`config.mk`:
```
export PLATFORM = sky130hd
export DESIGN_NAME = chr_bank_mapper
export DESIGN_NICKNAME = d
export VERILOG_FILES = /design/src/rtl/chr_map_pkg.sv /design/src/rtl/chr_bank_regs.sv /design/src/rtl/chr_slot_pick.sv /design/src/rtl/chr_addr_form.sv /design/src/rtl/chr_bank_mapper.sv
export SDC_FILE = /design/constraint.sdc
export NUM_CORES = 1
export LEC_CHECK = 0
export BUFFER_PORTS_ARGS = -buffer_cell sky130_fd_sc_hd__buf_2
export CAP_MARGIN = 0
export CORE_MARGIN = 3
export CORE_UTILIZATION = 30
export CTS_CLUSTER_SIZE = 10
export DETAILED_ROUTE_END_ITERATION = 10
export PLACE_DENSITY_LB_ADDON = 0.08
export SYNTH_ARGS = -nofsm -noshare
export SYNTH_HDL_FRONTEND = slang
export SYNTH_SLANG_ARGS = --single-unit
```
`constraint.sdc`:
```
create_clock -name clk -period 4.4 [get_ports clk]
set_input_delay 0.44 -clock clk [delete_from_list [all_inputs] [get_ports clk]]
set_output_delay 0.44 -clock clk [all_outputs]
set_load 0.03 [all_outputs]
```
`src/rtl/chr_map_pkg.sv`:
```
package chr_map_pkg;

    localparam int SPR_REGS = 8;
    localparam int BG_REGS  = 4;
    localparam int DATA_W   = 8;
    localparam int HI_W     = 2;
    localparam int BANK_W   = DATA_W + HI_W;
    localparam int VADDR_W  = 13;
    localparam int PADDR_W  = 20;
    localparam int SEL_W    = 4;
    localparam int SLICE_W  = $clog2(SPR_REGS);
    localparam int SPR_IW   = $clog2(SPR_REGS);
    localparam int BG_IW    = $clog2(BG_REGS);

    localparam logic [SEL_W-1:0] SEL_MODE = 4'd12;
    localparam logic [SEL_W-1:0] SEL_HI   = 4'd13;

    typedef logic [BANK_W-1:0] bank_t;

    typedef enum logic [1:0] {
        PG_8K = 2'd0,
        PG_4K = 2'd1,
        PG_2K = 2'd2,
        PG_1K = 2'd3
    } page_mode_t;

    typedef enum logic {
        SET_SPR = 1'b0,
        SET_BG  = 1'b1
    } bank_set_t;

    typedef struct packed {
        logic              we;
        logic [SEL_W-1:0]  sel;
        logic [DATA_W-1:0] data;
    } cfg_wr_t;

    // Register of the sprite set that serves a given 1 KB slice.
    function automatic logic [SPR_IW-1:0] spr_slot(page_mode_t m, logic [SLICE_W-1:0] slice);
        case (m)
            PG_1K:   return slice;
            PG_2K:   return slice | SPR_IW'(1);
            PG_4K:   return {slice[SLICE_W-1], {(SPR_IW-1){1'b1}}};
            default: return SPR_IW'(SPR_REGS - 1);
        endcase
    endfunction

    // Register of the background set; upper half mirrors the lower half.
    function automatic logic [BG_IW-1:0] bg_slot(page_mode_t m, logic [SLICE_W-1:0] slice);
        logic [BG_IW-1:0] s;
        s = slice[BG_IW-1:0];
        case (m)
            PG_1K:   return s;
            PG_2K:   return s | BG_IW'(1);
            default: return BG_IW'(BG_REGS - 1);
        endcase
    endfunction

endpackage

```
`src/rtl/chr_bank_regs.sv`:
```
module chr_bank_regs
    import chr_map_pkg::*;
(
    input  logic                     clk,
    input  logic                     rst,
    input  cfg_wr_t                  wr,
    output bank_t [SPR_REGS-1:0]     spr_banks,
    output bank_t [BG_REGS-1:0]      bg_banks,
    output page_mode_t               mode,
    output bank_set_t                last_set
);

    logic [HI_W-1:0] hi_q;
    logic            wr_spr;
    logic            wr_bg;

    assign wr_spr = wr.we && (wr.sel < SEL_W'(SPR_REGS));
    assign wr_bg  = wr.we && (wr.sel >= SEL_W'(SPR_REGS)) && (wr.sel < SEL_W'(SPR_REGS + BG_REGS));

    generate
        for (genvar i = 0; i < SPR_REGS; i++) begin : g_spr
            always_ff @(posedge clk) begin
                if (rst)
                    spr_banks[i] <= '0;
                else if (wr.we && wr.sel == SEL_W'(i))
                    spr_banks[i] <= {hi_q, wr.data};
            end

            spr_store_chk: assert property (@(posedge clk) disable iff (rst)
                (wr.we && wr.sel == SEL_W'(i)) |=> spr_banks[i] == {$past(hi_q), $past(wr.data)});
        end
        for (genvar j = 0; j < BG_REGS; j++) begin : g_bg
            always_ff @(posedge clk) begin
                if (rst)
                    bg_banks[j] <= '0;
                else if (wr.we && wr.sel == SEL_W'(SPR_REGS + j))
                    bg_banks[j] <= {hi_q, wr.data};
            end

            bg_store_chk: assert property (@(posedge clk) disable iff (rst)
                (wr.we && wr.sel == SEL_W'(SPR_REGS + j)) |=> bg_banks[j] == {$past(hi_q), $past(wr.data)});
        end
    endgenerate

    always_ff @(posedge clk) begin
        if (rst) begin
            hi_q     <= '0;
            mode     <= PG_8K;
            last_set <= SET_SPR;
        end else begin
            if (wr.we && wr.sel == SEL_MODE)
                mode <= page_mode_t'(wr.data[1:0]);
            if (wr.we && wr.sel == SEL_HI)
                hi_q <= wr.data[HI_W-1:0];
            if (wr_spr)
                last_set <= SET_SPR;
            else if (wr_bg)
                last_set <= SET_BG;
        end
    end


    spr_last_chk: assert property (@(posedge clk) disable iff (rst)
        (wr.we && wr.sel < SEL_W'(SPR_REGS)) |=> last_set == SET_SPR);


    bg_last_chk: assert property (@(posedge clk) disable iff (rst)
        (wr.we && wr.sel[SEL_W-1 -: 2] == 2'b10) |=> last_set == SET_BG);


    cfg_keeps_set_chk: assert property (@(posedge clk) disable iff (rst)
        (!wr.we || wr.sel >= SEL_MODE) |=> $stable(last_set));

endmodule

```
`src/rtl/chr_slot_pick.sv`:
```
module chr_slot_pick
    import chr_map_pkg::*;
(
    input  page_mode_t               mode,
    input  logic [SLICE_W-1:0]       slice,
    input  logic                     use_bg,
    input  bank_t [SPR_REGS-1:0]     spr_banks,
    input  bank_t [BG_REGS-1:0]      bg_banks,
    output bank_t                    bank
);

    logic [SPR_IW-1:0] spr_idx;
    logic [BG_IW-1:0]  bg_idx;

    always_comb begin
        spr_idx = spr_slot(mode, slice);
        bg_idx  = bg_slot(mode, slice);
        bank    = use_bg ? bg_banks[bg_idx] : spr_banks[spr_idx];
    end

endmodule

```
`src/rtl/chr_addr_form.sv`:
```
module chr_addr_form
    import chr_map_pkg::*;
(
    input  logic               clk,
    input  logic               rst,
    input  page_mode_t         mode,
    input  bank_t              bank,
    input  logic [VADDR_W-1:0] vaddr,
    output logic [PADDR_W-1:0] paddr
);

    localparam int WIDE_W = BANK_W + VADDR_W;

    logic [VADDR_W-1:0] off_mask;
    logic [WIDE_W-1:0]  wide;

    always_comb begin
        off_mask = {VADDR_W{1'b1}} >> mode;
        wide     = ({bank, {VADDR_W{1'b0}}} >> mode) | {{BANK_W{1'b0}}, vaddr & off_mask};
        paddr    = wide[PADDR_W-1:0];
    end


    offset_pass_chk: assert property (@(posedge clk) disable iff (rst)
        paddr[VADDR_W-4:0] == vaddr[VADDR_W-4:0]);

endmodule

```
`src/rtl/chr_bank_mapper.sv`:
```
module chr_bank_mapper
    import chr_map_pkg::*;
(
    input  logic                clk,
    input  logic                rst,
    input  logic                cfg_we,
    input  logic [SEL_W-1:0]    cfg_sel,
    input  logic [DATA_W-1:0]   cfg_data,
    input  logic [VADDR_W-1:0]  vid_addr,
    input  logic                tall_spr,
    input  logic                fetch_is_spr,
    output logic [PADDR_W-1:0]  pat_addr
);

    cfg_wr_t               wr;
    bank_t [SPR_REGS-1:0]  spr_banks;
    bank_t [BG_REGS-1:0]   bg_banks;
    page_mode_t            mode;
    bank_set_t             last_set;
    logic                  use_bg;
    bank_t                 bank;

    assign wr = '{we: cfg_we, sel: cfg_sel, data: cfg_data};

    chr_bank_regs u_regs (
        .clk       (clk),
        .rst       (rst),
        .wr        (wr),
        .spr_banks (spr_banks),
        .bg_banks  (bg_banks),
        .mode      (mode),
        .last_set  (last_set)
    );

    assign use_bg = tall_spr ? !fetch_is_spr : (last_set == SET_BG);

    chr_slot_pick u_pick (
        .mode      (mode),
        .slice     (vid_addr[VADDR_W-1 -: SLICE_W]),
        .use_bg    (use_bg),
        .spr_banks (spr_banks),
        .bg_banks  (bg_banks),
        .bank      (bank)
    );

    chr_addr_form u_form (
        .clk   (clk),
        .rst   (rst),
        .mode  (mode),
        .bank  (bank),
        .vaddr (vid_addr),
        .paddr (pat_addr)
    );


    tall_spr_path_chk: assert property (@(posedge clk) disable iff (rst)
        (tall_spr && fetch_is_spr && mode == PG_8K) |-> bank == spr_banks[SPR_REGS-1]);


    tall_bg_path_chk: assert property (@(posedge clk) disable iff (rst)
        (tall_spr && !fetch_is_spr && mode == PG_8K) |-> bank == bg_banks[BG_REGS-1]);

endmodule

```
-- Word-level counts from Yosys, hierarchy flattened
Cells that the tools add are included.
- order comparisons: 5
- equal/unequal tests: 16
- shift-type cells: 2
- multiplexer cells: 8
- bitwise operators: 2
- reductions and logical operators: 20
- operators by type and width (kind ; number):
    $bmux 10 s3 ; 1
    $mux 10 ; 3
    $eq 4x4->1 const B ; 6
    $shr 23x2->20 ; 1
    $bmux 10 s2 ; 1
    $or 20x13->20 ; 1
    $logic_and 1x1->1 ; 17
    $eq 4x3->1 const B ; 4
    $and 13x13->13 ; 1
    $shr 13x2->13 const A ; 1
    $pmux 3 s3 ; 1
    $eq 4x2->1 const B ; 2
    $lt 4x4->1 const B ; 2
    $eq 2x2->1 const B ; 2
    $eq 4x1->1 const B ; 1
    $ge 4x4->1 const B ; 1
    $logic_not 4->1 ; 1
    $lt 3x4->1 const B ; 1
    $pmux 2 s2 ; 1
    $lt 2x3->1 const B ; 1
    $eq 2x1->1 const B ; 1
    $reduce_or 2->1 ; 1
    $logic_not 1->1 ; 1
    $mux 1 ; 1
- flip-flop bits (word level): 125
- input port bits: 30
- output and inout port bits: 20
- logic and storage cells: 68

-- Depth between registers and ports, before layout
Gate-level depths: netlist of the first run.
- depth in word-level cells: 7
- gate-level depth with buffers: 13
- mapped depth without buffers: 9

-- By module
From an unflattened synthesis of the first run, not the netlist that was laid out.
- cell total of the unflattened synthesis: 551
- area, all modules: 6287.3 um^2
- modules (own cells, without submodules) (module ; instances ; cells an instance ; area each (um^2) ; seq. area each (um^2)):
    chr_bank_regs ; 1 ; 441 ; 4944.7 ; 2502.4
    chr_slot_pick ; 1 ; 80 ; 1031.0 ; 0.0
    chr_addr_form ; 1 ; 28 ; 297.8 ; 0.0
    chr_bank_mapper ; 1 ; 2 ; 13.8 ; 0.0

-- Least setup slack after synthesis of the first run
OpenSTA, ideal clock, no wires.
- path kind: register to output
- from: register u_regs.mode[0]
- to: output port pat_addr[17]
- arrival time: 2.767 ns
- required time: 3.960 ns
- slack: 1.193 ns
- stages on the path, launching flop included: 14
- path buffers: 4
- cells stage by stage: dfxtp_1 -> buf_2 -> inv_2 -> ha_1 -> buf_6 -> o31a_1 -> buf_6 -> nor2_8 -> buf_8 -> mux2_1 -> a211oi_1 -> nor3_1 -> mux2i_1 -> mux2i_1
- word-level cells in the longest chain between the ends: 7
- elaborated cells between the ends (all ways): 12
- classes of those cells: 3 x eq/ne; 1 x shift; 7 x mux; 1 x bitwise
- RTL lines (what ; RTL line ; RTL):
    from (decl) ; chr_bank_regs.sv:9 ; output page_mode_t mode,
    from (signal assigned) ; chr_bank_regs.sv:52 ; mode <= page_mode_t'(wr.data[1:0]);
    $eq 2x1->1 / $eq 2x2->1 (equally long branches) ; chr_map_pkg.sv:40, chr_map_pkg.sv:52 ;
    $pmux 3 s3 / $pmux 2 s2 (equally long branches) ; chr_map_pkg.sv:40, chr_map_pkg.sv:52 ;
    $bmux 10 s3 / $bmux 10 s2 (equally long branches) ; chr_slot_pick.sv:18 ; bank = use_bg ? bg_banks[bg_idx] : spr_banks[spr_idx];
    $mux 10 (implied by the code) ; chr_slot_pick.sv:18 ;
    $mux 10 ; chr_slot_pick.sv:18 ;
    $shr 23x2->20 * ; chr_addr_form.sv:19 ; wide = ({bank, {VADDR_W{1'b0}}} >> mode) | {{BANK_W{1'b0}}, vaddr & off_mask};
    $or 20x13->20 * ; chr_addr_form.sv:19 ;
    to (decl) ; chr_bank_mapper.sv:12 ; output logic [PADDR_W-1:0] pat_addr
Mark *: on every way between the ends. The rest lies on a longest branch, timed or not. The select of a mux whose other input is x is not followed.

-- Worst setup path in the final report of the first run
- from: register u_regs.mode[1]
- to: output port pat_addr[18]
The elaborated chain is that of the path after synthesis.

==> impl_metrics.yaml, run 1 <==
job:
  cap_viol_max_count: 0
place:
  detailedPlacementHpwl_mm: 11.29
  placement.cell_area_sq_um: 6282
  io_buffer_count: 29
  placed_cells: 876
  gp_routability_congestion: 0.8290
sta:
  final_count_of_pins_violating_max_slew: 0
  finalHoldWorstSlack_ns: 0.3727
  fin_skew_ns: 0.004590
  rsz0062_at_grt: "no"
  maxClockFrequency_mhz: 247.0
  totalNegativeSetupSlack_ns: 0
  final-hold-violation-count: 0
  final-setup-viol-count: 0
  final_min_period_over_clock_period_pct: 92.00
  period_needed_ns: 4.048
  worstMarginPinSlew_ns: 1.022
  max-slew-margin-rel_pct: 31.66
floorplan:
  top_level_ports: 50
  core-area_sq_um: 19530
  die_area_sq_um: 21740
  fp.dieW_microns: 147.4
  fp-row-count: 51
  initial_core_util_pct: 30.73
  die_height_microns: 147.4
clocking:
  tritoncts: "built"
  ctsLongestPathBuffers: 2
  cts_inserted_buffers: 17
  cts_resized: 0
  worst_setup_hold_path_clk_slew_ns: 0.06
  cts-root-buf: "sky130_fd_sc_hd__clkbuf_16"
  cts_setup_buffers: 0
  h-tree-depth: 4
  clk_latency_worst_skew_pair_ns: 0.41
  post_cts_hold_buffers: 0
  cts.sinks: 125
worst_setup_path:
  worst-endpoint-required_ns: 3.96
  critical_path_peak_fanout: 29
  startpoint_class: "flip-flop"
  critical_path_class: "reg2out"
  critPathArrivalTime_ns: 3.61
  critical_path_end_type: "output pin"
final_layout:
  area_grow_syn2layout_pct: 15.37
  final_cell_mix: "sky130_fd_sc_hd__mux2i_1 (143), sky130_fd_sc_hd__nor2_1 (133), sky130_fd_sc_hd__dfxtp_1 (125), sky130_fd_sc_hd__nand2_1 (42), sky130_fd_sc_hd__buf_2 (28)"
  layout.nets: 665
  layout-drive-gt1-share_pct: 16.17
  antenna_cells_inserted: 0
  mostFrequentLayoutCell: "sky130_fd_sc_hd__mux2i_1"
  post-route-cell-area_sq_um: 6923
  number_of_filler_instances_in_the_final_layout: 2021
  instances_no_fill: 908
routing:
  antenna_left: 0
  vias: 4362
  wire_per_inst_microns: 18.38
  iteration_0_drc_count_of_the_detailed_router: 172
  number_of_detailed_routing_iterations_run_before_antenna_repair: 4
  drt_via_density: 4.804
  remaining_drc_errors: 0
  final_routed_wirelength_across_all_metal_layers_mm: 16.69
logic_synthesis:
  synth.largest_area_cell: "sky130_fd_sc_hd__dfxtp_1"
  synthXorXnorAreaFrac_pct: 0
  synth_compound_gate_area_share_pct: 6.214
  number_of_synthesized_flops_with_an_enable_pin: 0
  synthMuxAreaShare_pct: 30.98
  synth_async_sr_flop_share_pct: 0
  average_footprint_of_a_synthesized_cell_sq_um: 9.525
  synth_top_area_share_pct: 41.70
  synthTopCellsByArea: "sky130_fd_sc_hd__dfxtp_1 (42%), sky130_fd_sc_hd__mux2i_1 (24%), sky130_fd_sc_hd__nor2_1 (8.3%)"
  synth_fp_nets: 665
  synth_top_family_by_area: "multiplexers"
  most_used_flip_flop_cell_after_synthesis: "sky130_fd_sc_hd__dfxtp_1"
  ys_seq_area_share_pct: 41.70
  yosys_reg_bits: 125
  post_synth_inst_count: 630
  post_synth_and_or_nand_nor_area_fraction_pct: 14.78
  post_synthesis_share_of_cell_area_spent_on_full_adders_half_adders_and_majority_gates_pct: 1.043
  synth_cell_types: 43
  synth_warnings: 0
  mappedNetlistArea_sq_um: 6001
power:
  vdd_ir_drop_max_uv: 205.2
  totalPowerFinal_mw: 2.859
  p_leak_nw: 3.012
  p_per_area_nw_per_um2: 412.9
global_routing:
  global_route_wire_length_before_repair_mm: 26.16
  initial_antenna_violation_count: 0
  gr-usage-all-layers_pct: 15.86
  largest_net_degree_at_the_start_of_global_routing: 82
  number_of_global_route_vias_before_repair: 4348
  grt_overflow_total: 0
status:
  outcome: "finished clean"
hold_path:
  min_path_type: "in2reg"
[synthesized netlist by cell type (all sizes together), types with 2 or more instances]
| library cell | count |
|---|---|
| inv | 4 |
| clkbuf | 32 |
| nand3 | 3 |
| a21oi | 25 |
| nor2 | 135 |
| nor3 | 12 |
| nand3b | 2 |
| a211oi | 17 |
| ha | 5 |
| dfxtp | 125 |
| mux2 | 16 |
| nand2 | 42 |
| nor2b | 4 |
| o21ai | 8 |
| mux4 | 11 |
| buf | 27 |
| mux2i | 143 |
| nor3b | 3 |
| nand2b | 3 |
| nand4 | 3 |
[metrics by stage]
stage	setup WS (ns)	utilization, %
6_report	0.3518	35.45
5_1_grt	0.09189	35.45
4_1_cts	0.2997	35.45
3_5_place_dp	0.7659	32.17
3_3_place_gp	0.7576	32.17
2_1_floorplan	1.193	-
[report_power, final]
group	switching, mW	total, mW	internal [mW]
combinational	0.132	0.191	0.0584
clock	0.536	1.52	0.980
sequential	0.00735	1.15	1.14
[cell type report]
| class | count | area, sq um | area share [%] |
|---|---|---|---|
| clock inverters | 13 | 187.7 | 2.711 |
| repair buffers | 40 | 230.2 | 3.326 |
| multi-input cells | 442 | 3203 | 46.27 |
| flip-flops and latches | 125 | 2502 | 36.15 |
| clock buffers | 19 | 452.9 | 6.543 |
| well taps | 265 | 331.6 | 4.789 |
| inverters | 4 | 15.01 | 0.2169 |
[final timing paths]
check	startpoint	end	slack, ns	cells past startpoint
max	u_regs.mode[1]	pat_addr[18]	0.35	10
min reg2reg	u_regs.spr_banks[54]	u_regs.spr_banks[54]	0.49	2
max reg2reg	u_regs.hi_q[1]	u_regs.hi_q[1]	3.38	2
min	cfg_we	u_regs.last_set	0.37	3
[critical path: stages, from the launching register on]
cell                       delay [ns]
sky130_fd_sc_hd__dfxtp_1         0.60
sky130_fd_sc_hd__inv_2           0.21
sky130_fd_sc_hd__ha_1            0.36
sky130_fd_sc_hd__a211o_1         0.43
sky130_fd_sc_hd__buf_4           0.30
sky130_fd_sc_hd__a21oi_1         0.15
sky130_fd_sc_hd__a211oi_1        0.08
sky130_fd_sc_hd__nor3_1          0.46
sky130_fd_sc_hd__mux2i_1         0.20
sky130_fd_sc_hd__mux2i_1         0.16
sky130_fd_sc_hd__buf_2           0.21
[metal layers]
metal  GRT usage [%]  up-vias  part of all wire (%)
met3           3.433       17                   3.5
met4           4.520        0                   1.2
met1           21.17     2114                    47
met2           26.06       66                    48
met5               0        -                     0
li1                -     2165                     -
[registers in the layout, summed over array words and instances (netlist names)]
signal            cells
u_regs.spr_banks     80
u_regs.bg_banks      40
u_regs.hi_q           2
u_regs.mode           2
u_regs.last_set       1
[cells by family after synthesis]
kind of cell	Yosys count
fa+ha+maj	5
buf+inv	63
flops	125
compound gates	58
mux	170
simple gates	209
Note: power is estimated with default switching activity, not from simulation.
==> run 2: changes to the inputs <==
--- a/config.mk
+++ b/config.mk
@@ -5,12 +5,12 @@
 export SDC_FILE = /design/constraint.sdc
 export NUM_CORES = 1
 export LEC_CHECK = 0
-export BUFFER_PORTS_ARGS = -buffer_cell sky130_fd_sc_hd__buf_2
 export CAP_MARGIN = 0
 export CORE_MARGIN = 3
 export CORE_UTILIZATION = 30
 export CTS_CLUSTER_SIZE = 10
 export DETAILED_ROUTE_END_ITERATION = 10
+export DONT_BUFFER_PORTS = 1
 export PLACE_DENSITY_LB_ADDON = 0.08
 export SYNTH_ARGS = -nofsm -noshare
 export SYNTH_HDL_FRONTEND = slang
==> impl_metrics.yaml, run 2 (same netlist as run 1, synthesis figures left out) <==
final_layout:
  largest_register: "u_regs.spr_banks"
  ff_latch_area_sq_um: 2502
  mostFrequentLayoutCell: "sky130_fd_sc_hd__mux2i_1"
  largest_register_ffs: 80
  area_grow_syn2layout_pct: 14.22
  top_regs: "u_regs.spr_banks x80, u_regs.bg_banks x40"
  layout-drive-gt1-share_pct: 13.34
  final_cell_mix: "sky130_fd_sc_hd__mux2i_1 (143), sky130_fd_sc_hd__nor2_1 (133), sky130_fd_sc_hd__dfxtp_1 (125), sky130_fd_sc_hd__nand2_1 (42), sky130_fd_sc_hd__a21oi_1 (25)"
  multi_input_area_sq_um: 3197
  layout.nets: 644
  antenna_cells_inserted: 0
  number_of_filler_instances_in_the_final_layout: 2031
global_routing:
  global_route_wire_length_before_repair_mm: 26.77
  gr-usage-all-layers_pct: 16.33
  grt_overflow_total: 0
  number_of_global_route_vias_before_repair: 4406
  largest_net_degree_at_the_start_of_global_routing: 126
  initial_antenna_violation_count: 0
sta:
  period_needed_ns: 4.179
  totalNegativeSetupSlack_ns: 0
  rsz0062_at_grt: "no"
  final-hold-violation-count: 0
  final_count_of_pins_violating_max_slew: 0
  maxClockFrequency_mhz: 239.3
  final-setup-viol-count: 0
  fin_skew_ns: 0.003590
  max-slew-margin-rel_pct: 30.31
  final_min_period_over_clock_period_pct: 94.98
  worstMarginPinSlew_ns: 1.042
worst_setup_path:
  reg2reg_from: "u_regs.hi_q[1]"
  critPathArrivalTime_ns: 3.74
  cp_cell_sequence: "inv_2, ha_1, o31a_1, nor2_8, mux2_2, a211oi_1, nor3_1, mux2i_1, mux2i_1, buf_4"
  r2r.worst_path.cells: 2
  crit_family: "multiplexers"
  timing.rr.end: "u_regs.hi_q[1]"
  critPathMaxStageDelay_ns: 0.62
  rrSetupSlack_ns: 3.40
  critical_path_buf_inv_count: 2
  crit_path_slowest_cell: "sky130_fd_sc_hd__dfxtp_1"
  critPathMostFrequentCell: "sky130_fd_sc_hd__mux2i_1"
  critical_path_end_type: "output pin"
  critical_path_class: "reg2out"
  startpoint_class: "flip-flop"
  worst-endpoint-required_ns: 3.96
  critical_path_peak_fanout: 18
status:
  outcome: "finished clean"
power:
  vdd_ir_drop_max_uv: 251.7
  p_per_area_nw_per_um2: 420.1
  totalPowerFinal_mw: 2.879
  p_leak_nw: 2.939
clocking:
  h-tree-depth: 4
  ctsLongestPathBuffers: 2
  cts_inserted_buffers: 17
  post_cts_hold_buffers: 0
  tritoncts: "built"
  cts_setup_buffers: 0
  cts_resized: 0
  cts.sinks: 125
  worst_setup_hold_path_clk_slew_ns: 0.06
  clk_latency_worst_skew_pair_ns: 0.42
  cts-root-buf: "sky130_fd_sc_hd__clkbuf_16"
routing:
  antenna_left: 0
  vias: 4322
  remaining_drc_errors: 0
  iteration_0_drc_count_of_the_detailed_router: 218
  number_of_detailed_routing_iterations_run_before_antenna_repair: 4
  drt_via_density: 4.873
  wire_per_inst_microns: 19.43
  final_routed_wirelength_across_all_metal_layers_mm: 17.24
hold_path:
  timing.hold.worst_endpoint: "u_regs.bg_banks[23]"
  holdPathStages: 1
  worst_hold_startpoint: "rst"
  min_path_type: "in2reg"
floorplan:
  die_height_microns: 147.4
  fp.dieW_microns: 147.4
  die_area_sq_um: 21740
  top_level_ports: 50
  fp-row-count: 51
  core-area_sq_um: 19530
  initial_core_util_pct: 30.73
place:
  detailedPlacementHpwl_mm: 11.42
  io_buffer_count: 0
  gp_routability_congestion: 0.7567
job:
  cap_viol_max_count: 0
-- run 2: where the power goes --
| group | switching (mW) | total, mW | internal [mW] |
|---|---|---|---|
| clock network | 0.546 | 1.58 | 1.04 |
| registers | 0.00784 | 1.15 | 1.14 |
| logic | 0.0867 | 0.143 | 0.0560 |
| total | 0.641 | 2.88 | 2.24 |
-- run 2: worst max-delay path by stage --
| stage | from | endpoint | slack, ns | depth (start not counted) |
|---|---|---|---|---|
| after floorplan | u_regs.mode[0] | pat_addr[17] | 1.19 | 13 |
| after global placement | u_regs.mode[0] | pat_addr[11] | 0.74 | 10 |
| after CTS | u_regs.mode[0] | pat_addr[14] | 0.20 | 10 |
| final | u_regs.mode[0] | pat_addr[14] | 0.22 | 10 |
| after global routing | u_regs.mode[0] | pat_addr[11] | 0.004 | 10 |
| after detailed placement | u_regs.mode[0] | pat_addr[14] | 0.68 | 10 |
-- run 2: metal layers --
metal	wire, microns	GRT usage, %	up-vias
li1	-	-	2125
met1	8002	21.13	2115
met2	8179	26.54	54
met3	720	4.445	28
met4	334	5.452	0
met5	0	0	-
-- run 2: per-stage QoR --
step	setup slack, ns	util (%)	instances	hold slack, ns	instance area, sq um
2_1_floorplan	1.193	-	630	0.4527	6001
3_3_place_gp	0.7375	31.69	855	0.4672	6188
3_5_place_dp	0.6839	31.69	855	0.4813	6188
4_1_cts	0.1954	35.10	887	0.07638	6854
5_1_grt	0.004277	35.10	887	0.06447	6854
6_report	0.2207	35.10	887	0.09587	6854
-- run 2: layout make-up --
class	count	area share, %
clock buffer	19	6.608
clock inverter	13	3.103
inverter	4	0.2191
multi-input combinational	442	46.64
sequential	125	36.51
tap	265	4.838
timing repair buffer	19	2.081
==> run 3: changes to the inputs <==
--- a/config.mk
+++ b/config.mk
@@ -6,12 +6,15 @@
 export NUM_CORES = 1
 export LEC_CHECK = 0
 export CAP_MARGIN = 0
+export CELL_PAD_IN_SITES_DETAIL_PLACEMENT = 1
+export CELL_PAD_IN_SITES_GLOBAL_PLACEMENT = 2
 export CORE_MARGIN = 3
 export CORE_UTILIZATION = 30
 export CTS_CLUSTER_SIZE = 10
 export DETAILED_ROUTE_END_ITERATION = 10
 export DONT_BUFFER_PORTS = 1
 export PLACE_DENSITY_LB_ADDON = 0.08
+export RECOVER_POWER = 50
 export SYNTH_ARGS = -nofsm -noshare
 export SYNTH_HDL_FRONTEND = slang
 export SYNTH_SLANG_ARGS = --single-unit
==> impl_metrics.yaml, run 3 (same netlist as run 1, synthesis figures left out) <==
global_routing:
  global_route_wire_length_before_repair_mm: 28.77
  initial_antenna_violation_count: 0
  grt_overflow_total: 0
  number_of_global_route_vias_before_repair: 4565
  gr-usage-all-layers_pct: 17.50
  largest_net_degree_at_the_start_of_global_routing: 126
routing:
  wire_per_inst_microns: 20.74
  vias: 4393
  final_routed_wirelength_across_all_metal_layers_mm: 18.44
  remaining_drc_errors: 0
  antenna_left: 0
  drt_via_density: 4.942
  iteration_0_drc_count_of_the_detailed_router: 199
  number_of_detailed_routing_iterations_run_before_antenna_repair: 4
sta:
  final-hold-violation-count: 0
  final_count_of_pins_violating_max_slew: 0
  totalNegativeSetupSlack_ns: 0
  fin_skew_ns: 0.006968
  rsz0062_at_grt: "no"
  maxClockFrequency_mhz: 247.3
  final-setup-viol-count: 0
  max-slew-margin-rel_pct: 10.44
  post-route-worst-setup-slack_ns: 0.3567
  finalHoldWorstSlack_ns: 0.09664
  final_min_period_over_clock_period_pct: 91.89
  period_needed_ns: 4.043
  worstMarginPinSlew_ns: 1.338
clocking:
  post_cts_hold_buffers: 0
  cts_inserted_buffers: 17
  h-tree-depth: 4
  clk_latency_worst_skew_pair_ns: 0.42
  ctsLongestPathBuffers: 2
  tritoncts: "built"
  cts-root-buf: "sky130_fd_sc_hd__clkbuf_16"
  cts_resized: 0
  worst_setup_hold_path_clk_slew_ns: 0.06
  cts_setup_buffers: 0
  cts.sinks: 125
worst_setup_path:
  critical_path_buf_inv_count: 3
  critical_path_end_type: "output pin"
  critPathMostFrequentCell: "sky130_fd_sc_hd__buf_4"
  crit_path_slowest_cell: "sky130_fd_sc_hd__o31a_1"
  cp_cell_sequence: "buf_4, inv_2, ha_1, o31a_1, nor2_8, mux2_2, a211oi_1, nor3_2, mux2i_1, a21oi_1, buf_4"
  critPathArrivalTime_ns: 3.60
  r2r.worst_path.cells: 2
  timing.rr.end: "u_regs.hi_q[0]"
  critical_path_class: "reg2out"
  rrSetupSlack_ns: 3.35
  startpoint_class: "flip-flop"
  reg2reg_from: "u_regs.hi_q[0]"
  crit_family: "compound AO/OA/AOI/OAI gates"
  critical_path_peak_fanout: 18
  critPathMaxStageDelay_ns: 0.41
  worst-endpoint-required_ns: 3.96
floorplan:
  initial_core_util_pct: 30.73
  fp.dieW_microns: 147.4
  die_area_sq_um: 21740
  core-area_sq_um: 19530
  top_level_ports: 50
  fp-row-count: 51
  die_height_microns: 147.4
place:
  io_buffer_count: 0
  placement.setup.worst_slack_ns: 0.8009
  placement.cell_area_sq_um: 6203
  placed_cells: 857
  detailedPlacementHpwl_mm: 12.24
  gp_routability_congestion: 0.7895
power:
  p_switching_mw: 0.6710
  power_switching_share_pct: 24.21
  p_per_area_nw_per_um2: 408.6
  combPwrFrac_pct: 5.2
  p_leak_nw: 2.913
  vdd_ir_drop_max_uv: 222.8
  internal-power_mw: 2.101
  clkPwrFrac_pct: 53.2
  power.sequential.fraction_pct: 41.6
final_layout:
  antenna_cells_inserted: 0
  area_grow_syn2layout_pct: 13.03
  largest_register: "u_regs.spr_banks"
  instances_no_fill: 889
  mostFrequentLayoutCell: "sky130_fd_sc_hd__mux2i_1"
  layout-drive-gt1-share_pct: 12.34
  final_cell_mix: "sky130_fd_sc_hd__mux2i_1 (143), sky130_fd_sc_hd__nor2_1 (134), sky130_fd_sc_hd__dfxtp_1 (125), sky130_fd_sc_hd__nand2_1 (42), sky130_fd_sc_hd__a21oi_1 (25)"
  largest_register_ffs: 80
  top_regs: "u_regs.spr_banks x80, u_regs.bg_banks x40"
  layout.nets: 646
  number_of_filler_instances_in_the_final_layout: 2263
  post-route-cell-area_sq_um: 6783
status:
  outcome: "finished clean"
job:
  cap_viol_max_count: 0
hold_path:
  worst_hold_startpoint: "rst"
  holdPathStages: 1
  min_path_type: "in2reg"
  timing.hold.worst_endpoint: "u_regs.bg_banks[18]"
==> run 3: final cells by class <==
cell class | count | area [sq um] | area share [%]
multi-input cells | 442 | 3179 | 46.87
flip-flops and latches | 125 | 2502 | 36.89
clock buffers | 17 | 425.4 | 6.272
well taps | 265 | 331.6 | 4.888
clock inverters | 15 | 186.4 | 2.749
repair buffers | 21 | 142.6 | 2.103
inverters | 4 | 15.01 | 0.2214
==> run 3: routing by layer <==
| layer | wire length, microns | vias up | part of all wire (%) | GRT usage [%] |
|---|---|---|---|---|
| met5 | 0 | - | 0 | 0 |
| met4 | 118 | 0 | 0.64 | 3.495 |
| met3 | 592 | 11 | 3.2 | 4.047 |
| met2 | 8940 | 59 | 48 | 29.15 |
| met1 | 8784 | 2197 | 48 | 23.46 |
| li1 | - | 2126 | - | - |
==> run 3: worst max-delay path by stage <==
stage | cells past startpoint | endpoint | from | slack (ns)
final | 11 | pat_addr[11] | u_regs.mode[0] | 0.36
after global routing | 11 | pat_addr[11] | u_regs.mode[0] | 0.18
after CTS | 11 | pat_addr[11] | u_regs.mode[0] | 0.32
after detailed placement | 11 | pat_addr[11] | u_regs.mode[0] | 0.80
after global placement | 11 | pat_addr[11] | u_regs.mode[0] | 0.82
after floorplan | 13 | pat_addr[17] | u_regs.mode[0] | 1.19
==> run 3: power by group through the flow <==
stage / combinational, mW / clock (mW) / sequential (mW)
after floorplan: 0.146 / 0 / 1.17
after global routing: 0.157 / 1.56 / 1.15
after global placement: 0.146 / 0 / 1.18
final: 0.144 / 1.48 / 1.15
after CTS: 0.148 / 1.51 / 1.15
after detailed placement: 0.147 / 0 / 1.18
==> run 3: per-stage QoR <==
| step | utilization, % | total power [mW] |
|---|---|---|
| final | 34.74 | 2.771 |
| after global routing | 34.74 | 2.873 |
| after CTS | 34.90 | 2.811 |
| after detailed placement | 31.77 | 1.324 |
| after global placement | 31.77 | 1.322 |
| after floorplan | - | 1.319 |
